`src/rtl/wdt_pkg.sv`:
```
package wdt_pkg;
  // Byte offsets of the register window.
  localparam int unsigned OFF_TO_LO  = 'h00;
  localparam int unsigned OFF_TO_HI  = 'h04;
  localparam int unsigned OFF_CTRL   = 'h08;
  localparam int unsigned OFF_CLR    = 'h0C;
  localparam int unsigned OFF_RAW    = 'h10;
  localparam int unsigned OFF_MASK   = 'h14;
  localparam int unsigned OFF_CNT_LO = 'h18;
  localparam int unsigned OFF_CNT_HI = 'h1C;
  localparam int unsigned OFF_LOCK   = 'h20;
  localparam int unsigned OFF_PRE_LO = 'h2C;
  localparam int unsigned OFF_PRE_HI = 'h30;

  localparam logic [15:0] OPEN_KEY = 16'hE551;

  // Status bit positions.
  localparam int unsigned RAW_PRE_BIT  = 0;
  localparam int unsigned RAW_RST_BIT  = 3;
  localparam int unsigned RAW_BUSY_BIT = 4;

  // Control word, laid out from bit 3 down to bit 0.
  typedef struct packed {
    logic rst_en;
    logic new_mode;
    logic cnt_en;
    logic int_en;
  } wdt_ctrl_t;
endpackage

```
`src/rtl/wdt_regfile.sv`:
```
module wdt_regfile
  import wdt_pkg::*;
#(
  parameter int HALF_W = 16,
  parameter int ADDR_W = 6,
  parameter int BUS_W  = 32,
  localparam int CNT_W = 2 * HALF_W
) (
  input  logic              clk,
  input  logic              rst_n,
  input  logic              wr_en_i,
  input  logic [ADDR_W-1:0] addr_i,
  input  logic [BUS_W-1:0]  wdata_i,
  input  logic              pre_hit_i,
  input  logic              expire_i,
  output logic              unlocked_o,
  output wdt_ctrl_t         ctrl_o,
  output logic              mask_o,
  output logic [CNT_W-1:0]  to_val_o,
  output logic [CNT_W-1:0]  pre_val_o,
  output logic              raw_pre_o,
  output logic              raw_rst_o,
  output logic              load_wr_o
);
  logic              unlocked_q;
  wdt_ctrl_t         ctrl_q;
  logic              mask_q;
  logic [HALF_W-1:0] to_hi_q, to_lo_q, pre_hi_q, pre_lo_q;
  logic              raw_pre_q, raw_rst_q;
  logic              wr_ok, is_lock, is_load, clr_pre, clr_rst;
  logic              unused_hi;

  assign unused_hi = ^wdata_i[BUS_W-1:HALF_W];
  assign is_lock   = (addr_i == ADDR_W'(OFF_LOCK));
  assign wr_ok     = wr_en_i && unlocked_q;
  assign is_load   = (addr_i == ADDR_W'(OFF_TO_LO))  || (addr_i == ADDR_W'(OFF_TO_HI)) ||
                     (addr_i == ADDR_W'(OFF_PRE_LO)) || (addr_i == ADDR_W'(OFF_PRE_HI));
  assign load_wr_o = wr_ok && is_load;
  assign clr_pre   = wr_ok && (addr_i == ADDR_W'(OFF_CLR)) && wdata_i[RAW_PRE_BIT];
  assign clr_rst   = wr_ok && (addr_i == ADDR_W'(OFF_CLR)) && wdata_i[RAW_RST_BIT];

  always_ff @(posedge clk or negedge rst_n) begin
    if (!rst_n) begin
      unlocked_q <= 1'b0;
      ctrl_q     <= '0;
      mask_q     <= 1'b0;
      to_hi_q    <= '0;
      to_lo_q    <= '0;
      pre_hi_q   <= '0;
      pre_lo_q   <= '0;
      raw_pre_q  <= 1'b0;
      raw_rst_q  <= 1'b0;
    end else begin
      if (wr_en_i && is_lock) unlocked_q <= (wdata_i[15:0] == OPEN_KEY);
      if (wr_ok) begin
        if (addr_i == ADDR_W'(OFF_CTRL))   ctrl_q   <= wdata_i[3:0];
        if (addr_i == ADDR_W'(OFF_MASK))   mask_q   <= wdata_i[0];
        if (addr_i == ADDR_W'(OFF_TO_LO))  to_lo_q  <= wdata_i[HALF_W-1:0];
        if (addr_i == ADDR_W'(OFF_TO_HI))  to_hi_q  <= wdata_i[HALF_W-1:0];
        if (addr_i == ADDR_W'(OFF_PRE_LO)) pre_lo_q <= wdata_i[HALF_W-1:0];
        if (addr_i == ADDR_W'(OFF_PRE_HI)) pre_hi_q <= wdata_i[HALF_W-1:0];
      end
      // A new event wins over a clear in the same cycle.
      raw_pre_q <= pre_hit_i | (raw_pre_q & ~clr_pre);
      raw_rst_q <= expire_i  | (raw_rst_q & ~clr_rst);
    end
  end

  assign unlocked_o = unlocked_q;
  assign ctrl_o     = ctrl_q;
  assign mask_o     = mask_q;
  assign to_val_o   = {to_hi_q, to_lo_q};
  assign pre_val_o  = {pre_hi_q, pre_lo_q};
  assign raw_pre_o  = raw_pre_q;
  assign raw_rst_o  = raw_rst_q;

  assert_key_opens_R1: assert property (@(posedge clk) disable iff (!rst_n)
    (wr_en_i && is_lock && wdata_i[15:0] == OPEN_KEY) |=> unlocked_q);
  assert_locked_ctrl_R2: assert property (@(posedge clk) disable iff (!rst_n)
    (wr_en_i && !unlocked_q && !is_lock) |=> $stable(ctrl_q) && $stable(to_val_o));
endmodule

```
`src/rtl/wdt_load_sync.sv`:
```
module wdt_load_sync #(
  parameter int LOAD_TICKS = 2,
  localparam int CW = $clog2(LOAD_TICKS + 1)
) (
  input  logic clk,
  input  logic rst_n,
  input  logic load_wr_i,
  input  logic tick_i,
  output logic busy_o,
  output logic apply_o
);
  logic          busy_q;
  logic [CW-1:0] tcnt_q;

  assign apply_o = busy_q && tick_i && !load_wr_i && (tcnt_q == CW'(LOAD_TICKS - 1));

  always_ff @(posedge clk or negedge rst_n) begin
    if (!rst_n) begin
      busy_q <= 1'b0;
      tcnt_q <= '0;
    end else if (load_wr_i) begin
      busy_q <= 1'b1;
      tcnt_q <= '0;
    end else if (apply_o) begin
      busy_q <= 1'b0;
      tcnt_q <= '0;
    end else if (busy_q && tick_i) begin
      tcnt_q <= tcnt_q + 1'b1;
    end
  end

  assign busy_o = busy_q;

  assert_load_sets_busy_R4: assert property (@(posedge clk) disable iff (!rst_n)
    load_wr_i |=> busy_q);
  assert_apply_ends_busy_R4: assert property (@(posedge clk) disable iff (!rst_n)
    apply_o |=> !busy_q);
endmodule

```
`src/rtl/wdt_downcounter.sv`:
```
module wdt_downcounter #(
  parameter int CNT_W = 32
) (
  input  logic             clk,
  input  logic             rst_n,
  input  logic             tick_i,
  input  logic             run_i,
  input  logic             rst_en_i,
  input  logic             apply_i,
  input  logic [CNT_W-1:0] to_val_i,
  input  logic [CNT_W-1:0] pre_val_i,
  output logic [CNT_W-1:0] count_o,
  output logic             pre_hit_o,
  output logic             expire_o,
  output logic             rst_req_o
);
  logic [CNT_W-1:0] count_q, pre_q;
  logic             rst_req_q;
  logic             step, fire;

  assign step      = tick_i && run_i && !apply_i;
  assign fire      = step && (count_q <= CNT_W'(1));
  assign pre_hit_o = step && !fire && ((count_q - CNT_W'(1)) == pre_q);
  assign expire_o  = fire && rst_en_i;

  always_ff @(posedge clk or negedge rst_n) begin
    if (!rst_n) begin
      count_q   <= '0;
      pre_q     <= '0;
      rst_req_q <= 1'b0;
    end else begin
      rst_req_q <= expire_o;
      if (apply_i) begin
        count_q <= to_val_i;
        pre_q   <= pre_val_i;
      end else if (fire) begin
        count_q <= to_val_i;
      end else if (step) begin
        count_q <= count_q - CNT_W'(1);
      end
    end
  end

  assign count_o   = count_q;
  assign rst_req_o = rst_req_q;

  assert_hold_without_tick_R5: assert property (@(posedge clk) disable iff (!rst_n)
    (!tick_i && !apply_i) |=> $stable(count_q));
  assert_single_pulse_R7: assert property (@(posedge clk) disable iff (!rst_n)
    rst_req_q |=> !rst_req_q);
endmodule

```
`src/rtl/keylock_watchdog.sv`:
```
module keylock_watchdog
  import wdt_pkg::*;
#(
  parameter int HALF_W     = 16,
  parameter int ADDR_W     = 6,
  parameter int BUS_W      = 32,
  parameter int LOAD_TICKS = 2,
  localparam int CNT_W     = 2 * HALF_W
) (
  input  logic              clk,
  input  logic              rst_n,
  input  logic              tick_en,
  input  logic              bus_wr,
  input  logic [ADDR_W-1:0] bus_addr,
  input  logic [BUS_W-1:0]  bus_wdata,
  output logic [BUS_W-1:0]  bus_rdata,
  output logic              wdt_irq,
  output logic              wdt_rst_req
);
  logic             unlocked, mask, raw_pre, raw_rst, load_wr, busy, apply;
  logic             pre_hit, expire;
  wdt_ctrl_t        ctrl;
  logic [CNT_W-1:0] to_val, pre_val, count;

  wdt_regfile #(.HALF_W(HALF_W), .ADDR_W(ADDR_W), .BUS_W(BUS_W)) u_regs (
    .clk(clk), .rst_n(rst_n), .wr_en_i(bus_wr), .addr_i(bus_addr), .wdata_i(bus_wdata),
    .pre_hit_i(pre_hit), .expire_i(expire), .unlocked_o(unlocked), .ctrl_o(ctrl),
    .mask_o(mask), .to_val_o(to_val), .pre_val_o(pre_val), .raw_pre_o(raw_pre),
    .raw_rst_o(raw_rst), .load_wr_o(load_wr)
  );

  wdt_load_sync #(.LOAD_TICKS(LOAD_TICKS)) u_sync (
    .clk(clk), .rst_n(rst_n), .load_wr_i(load_wr), .tick_i(tick_en),
    .busy_o(busy), .apply_o(apply)
  );

  wdt_downcounter #(.CNT_W(CNT_W)) u_cnt (
    .clk(clk), .rst_n(rst_n), .tick_i(tick_en), .run_i(ctrl.cnt_en),
    .rst_en_i(ctrl.rst_en), .apply_i(apply), .to_val_i(to_val), .pre_val_i(pre_val),
    .count_o(count), .pre_hit_o(pre_hit), .expire_o(expire), .rst_req_o(wdt_rst_req)
  );

  assign wdt_irq = raw_pre && ctrl.int_en && !mask;

  always_comb begin
    bus_rdata = '0;
    case (bus_addr)
      ADDR_W'(OFF_TO_LO):  bus_rdata = BUS_W'(to_val[HALF_W-1:0]);
      ADDR_W'(OFF_TO_HI):  bus_rdata = BUS_W'(to_val[CNT_W-1:HALF_W]);
      ADDR_W'(OFF_PRE_LO): bus_rdata = BUS_W'(pre_val[HALF_W-1:0]);
      ADDR_W'(OFF_PRE_HI): bus_rdata = BUS_W'(pre_val[CNT_W-1:HALF_W]);
      ADDR_W'(OFF_CNT_LO): bus_rdata = BUS_W'(count[HALF_W-1:0]);
      ADDR_W'(OFF_CNT_HI): bus_rdata = BUS_W'(count[CNT_W-1:HALF_W]);
      ADDR_W'(OFF_CTRL):   bus_rdata = BUS_W'(ctrl);
      ADDR_W'(OFF_MASK):   bus_rdata = BUS_W'(mask);
      ADDR_W'(OFF_LOCK):   bus_rdata = BUS_W'(unlocked);
      ADDR_W'(OFF_RAW): begin
        bus_rdata[RAW_PRE_BIT]  = raw_pre;
        bus_rdata[RAW_RST_BIT]  = raw_rst;
        bus_rdata[RAW_BUSY_BIT] = busy;
      end
      default: bus_rdata = '0;
    endcase
  end

  assert_mask_blocks_irq_R6: assert property (@(posedge clk) disable iff (!rst_n)
    mask |-> !wdt_irq);
endmodule

```
`config.mk`:
```
export PLATFORM = sky130hd
export DESIGN_NAME = keylock_watchdog
export DESIGN_NICKNAME = d
export VERILOG_FILES = /design/src/rtl/wdt_pkg.sv /design/src/rtl/wdt_regfile.sv /design/src/rtl/wdt_load_sync.sv /design/src/rtl/wdt_downcounter.sv /design/src/rtl/keylock_watchdog.sv
export SDC_FILE = /design/constraint.sdc
export NUM_CORES = 1
export LEC_CHECK = 0
export CAP_MARGIN = 40
export CORE_MARGIN = 3
export CORE_UTILIZATION = 60
export DETAILED_ROUTE_END_ITERATION = 8
export DONT_BUFFER_PORTS = 1
export PLACE_DENSITY = 0.78
export SETUP_SLACK_MARGIN = 0.5
export SLEW_MARGIN = 20
export SYNTH_ARGS = -nofsm -noshare
export SYNTH_HDL_FRONTEND = slang
export SYNTH_HIERARCHICAL = 1
export SYNTH_SLANG_ARGS = --single-unit
```
`constraint.sdc`:
```
create_clock -name clk -period 8.1 [get_ports clk]
set_input_delay 0.405 -clock clk [delete_from_list [all_inputs] [get_ports clk]]
set_output_delay 0.405 -clock clk [all_outputs]
set_load 0.05 [all_outputs]
```
==> run metrics <==
ys flop type dfrtp_1; P_int 1.76 mW; post-route insts no fill 938; # H-tree levels 4; Fin Setup TNS 0 ns; M3 GR Usage 7.51%; vias in the first global route 6368; first-pass GRT wire length 35800 µm; Power Density 310 mW/mm²; number of core rows 41; hpwl dp 14300 µm; LEAKAGE 3.94 nW; hold_buf cts 1; Worst-path clk slew 0.06 ns; CTS tree built; GR met2 Demand/Resource 49.4%; Placed Cells 903; io pins 76; Final setup viols 0; Yosys cell types 78; diode count 0; Vias 6464; number of setup buffers added after CTS 0; final WL 22400 µm; Post-synth EDFFs 0; max cap viols 0; highest clock rate 240 MHz; origin of the critical flop-to-flop path u_cnt/count_o[0]; ys async rst share 100%; Core ar. 0.0129 mm²; flop and latch count out of synthesis 140; GR peak layer met2; relative slew slack 39.9%; Synth Instances 770; maximum VDD drop 0.238 mV; R2R setup slack 3.93 ns; Die W 122 µm; GR Util met1 42.3%; largest net degree at the start of global routing 141; Required @ worst endpoint 8.48 ns; sequential share of power 39.7%; Clock Power Share 31.4%; final hold vios 0; TritonRoute pass-1 iters 6; R2R depth 10; Net Switching 0.971 mW; initial antenna violation count 0; Residual DRC 0; clock sinks 140; Die Area 0.0150 mm²; Area Growth Syn to Fin 8.50%; RSZ-0062 raised after global routing false; Max Slew Vio Count 0; gp weighted congestion 0.956; syn avg cell area 10.6 µm²; total track usage 31.6%; Critical Path AT 4.55 ns; warnings from Yosys 6; reg2reg end u_regs/raw_pre_o; IO Port Bufs 0; PostCTS Resize Cnt 0; Avg WL per Cell 23.9 µm; critical path type register to register; nets 797; CP max FO 7; Die Y 122 µm; GR Overflow Total 0; Gate power share 28.9%; worst-skew pair later-pin latency 0.44 ns; vias per cell 6.89; Critical Path Source Type register; status completed; Hold Crit Class input port to register; drt first-iter violations 718; mapped cell area 0.00812 mm²; Initial Util 62.8%; CTS max path bufs 2; Crit. Startpoint u_cnt/count_o[0]; Num CTS Buffers 17; Root Buffer clkbuf_16; Sw Share 35.5%; measured slew at the worst slew-check pin 0.902 ns; post-layout min period 4.17 ns; Post-Route Skew 0.00836 ns; critical path capture point type register; period utilization 51.5%; layout cells sized above 1 24.9%; Post-DRT Antenna Nets 0; critical path endpoint u_regs/raw_pre_o; register area share after synthesis 43.1%
sequential cells by signal, summed over array words and instances, names as in the netlist, 2 cells and up:
register         count
u_regs/pre_hi_q     16
u_cnt/count_o       32
u_regs/ctrl_o        4
u_regs/pre_lo_q     16
u_regs/to_hi_q      16
u_sync/tcnt_q        2
u_cnt/pre_q         32
u_regs/to_lo_q      16
synthesized netlist by cell type (3+ instances only):
| library cell | number | area share (%) |
|---|---|---|
| a21oi_1 | 41 | 2.5 |
| a22oi_1 | 29 | 2.7 |
| o21ai_0 | 41 | 2.5 |
| buf_1 | 3 | 0.14 |
| mux2i_1 | 5 | 0.62 |
| nor3_1 | 23 | 1.4 |
| clkbuf_1 | 18 | 0.83 |
| buf_6 | 8 | 1.1 |
| a31oi_1 | 9 | 0.69 |
| a211o_1 | 4 | 0.43 |
| or3_1 | 3 | 0.23 |
| nor4_2 | 3 | 0.46 |
| nand2_1 | 29 | 1.3 |
| nand3b_1 | 3 | 0.28 |
| nor4_1 | 11 | 0.85 |
| mux2_2 | 114 | 16 |
| and3_1 | 4 | 0.31 |
| xnor2_1 | 35 | 3.8 |
| buf_4 | 17 | 1.6 |
| or2_2 | 3 | 0.23 |
| and3b_1 | 3 | 0.32 |
| nor2_1 | 48 | 2.2 |
| xor2_1 | 16 | 1.7 |
| nand4_1 | 17 | 1.3 |
| inv_1 | 9 | 0.42 |
| or3_4 | 3 | 0.42 |
| a32oi_1 | 3 | 0.32 |
| nand3_1 | 31 | 1.9 |
| a21o_1 | 5 | 0.46 |
| dfrtp_1 | 140 | 43 |
| or4_1 | 4 | 0.37 |
| a22o_1 | 3 | 0.32 |
| buf_2 | 16 | 0.99 |
| o21a_1 | 3 | 0.28 |
| o22a_1 | 5 | 0.54 |
| o22ai_1 | 3 | 0.23 |
critical path: stages, from the launching register on:
cell and delay [ns]:
dfrtp_1 0.47, inv_1 0.14, ha_1 0.28, nor3b_1 0.76
nand3_1 0.47, nor4_1 0.62, xnor2_1 0.24, nand4_1 0.19
a2111o_1 0.37, a2111oi_2 0.44, a21o_1 0.13
layer usage:
layer | wire [µm] | share of wire, % | up-vias
met1 | 8940 | 40 | 3221
met3 | 2210 | 9.9 | 58
met5 | 0 | 0 | -
li1 | - | - | 2784
met4 | 752 | 3.4 | 0
met2 | 10500 | 47 | 401
layout by cell type (no fill, tap or decap), types with 3 or more instances in the layout:
cell type,n
nand3b_1,3
or4_1,4
nor4_2,3
xor2_1,16
a211o_1,4
o22ai_1,3
buf_16,3
mux2i_1,5
nand4_1,17
conb_1,16
a21o_1,5
xnor2_1,35
clkbuf_16,17
o21a_1,3
buf_4,7
nand3_1,31
dfrtp_1,140
or3_1,3
inv_1,9
o21ai_0,41
bufinv_16,4
o22a_1,5
mux2_2,114
nand2_1,29
a32oi_1,3
nor3_1,22
nor3_2,3
a22o_1,3
or2_2,3
clkbuf_8,4
nor4_1,11
and3_1,4
and3b_1,3
a31oi_1,9
nor2_1,48
or3_4,3
a22oi_1,29
a21oi_1,40
cells by family (layout without fill, tap and decap cells):
logic type / count (synthesis) / in the layout / share of synthesized area (%)
adders and majority gates: 2 / 2 / 0.308
and+or+nand+nor: 219 / 219 / 16.1
buffers and inverters: 74 / 55 / 5.47
AOI/OAI and AO/OA: 164 / 164 / 13.1
muxes: 119 / 119 / 16.4
DFF: 140 / 140 / 43.1
other: 1 / 16 / 0.0462
xor gates and xnor gates: 51 / 51 / 5.50
metrics by stage:
stage          setup slack [ns]  power, mW  area [µm²]  util [%]  hold slack [ns]
2_1_floorplan              5.17       1.65        8180         -            0.109
3_3_place_gp               3.80       1.79        8050      62.2            0.114
3_5_place_dp               3.83       1.83        8120      62.8            0.113
4_1_cts                    3.99       2.71        8790      68.0          0.00382
5_1_grt                    3.65       2.85        8810      68.2           0.0780
6_report                   3.93       2.73        8810      68.2           0.0635
worst min-delay path by stage:
stage               startpoint           endpoint  slack, ns  cells after the start
detailed placement       rst_n  u_regs/unlocked_o       0.11                      0
global placement         rst_n  u_regs/unlocked_o       0.11                      0
floorplan                rst_n   u_cnt/count_o[0]       0.11                      0
CTS                      rst_n  u_regs/unlocked_o      0.004                      1
global route           tick_en      u_sync/busy_o       0.08                      1
finish                 tick_en      u_sync/busy_o       0.06                      1
cell type report:
cell class | count | area [µm²]
Timing Repair Buffer | 14 | 175
Sequential cell | 140 | 3500
Multi-Input combinational cell | 571 | 4240
Clock buffer | 23 | 488
Fill cell | 973 | 4110
Clock inverter | 9 | 158
Inverter | 9 | 33.8
Tap cell | 172 | 215
power by group through the flow:
| stage | clock [mW] | combinational (mW) | sequential [mW] |
|---|---|---|---|
| after CTS | 0.861 | 0.772 | 1.07 |
| after floorplan | 0 | 0.655 | 0.994 |
| final | 0.857 | 0.790 | 1.09 |
| after detailed placement | 0 | 0.749 | 1.08 |
| after global routing | 0.891 | 0.855 | 1.11 |
| after global placement | 0 | 0.722 | 1.07 |
Power figures use the tool's default switching activity.
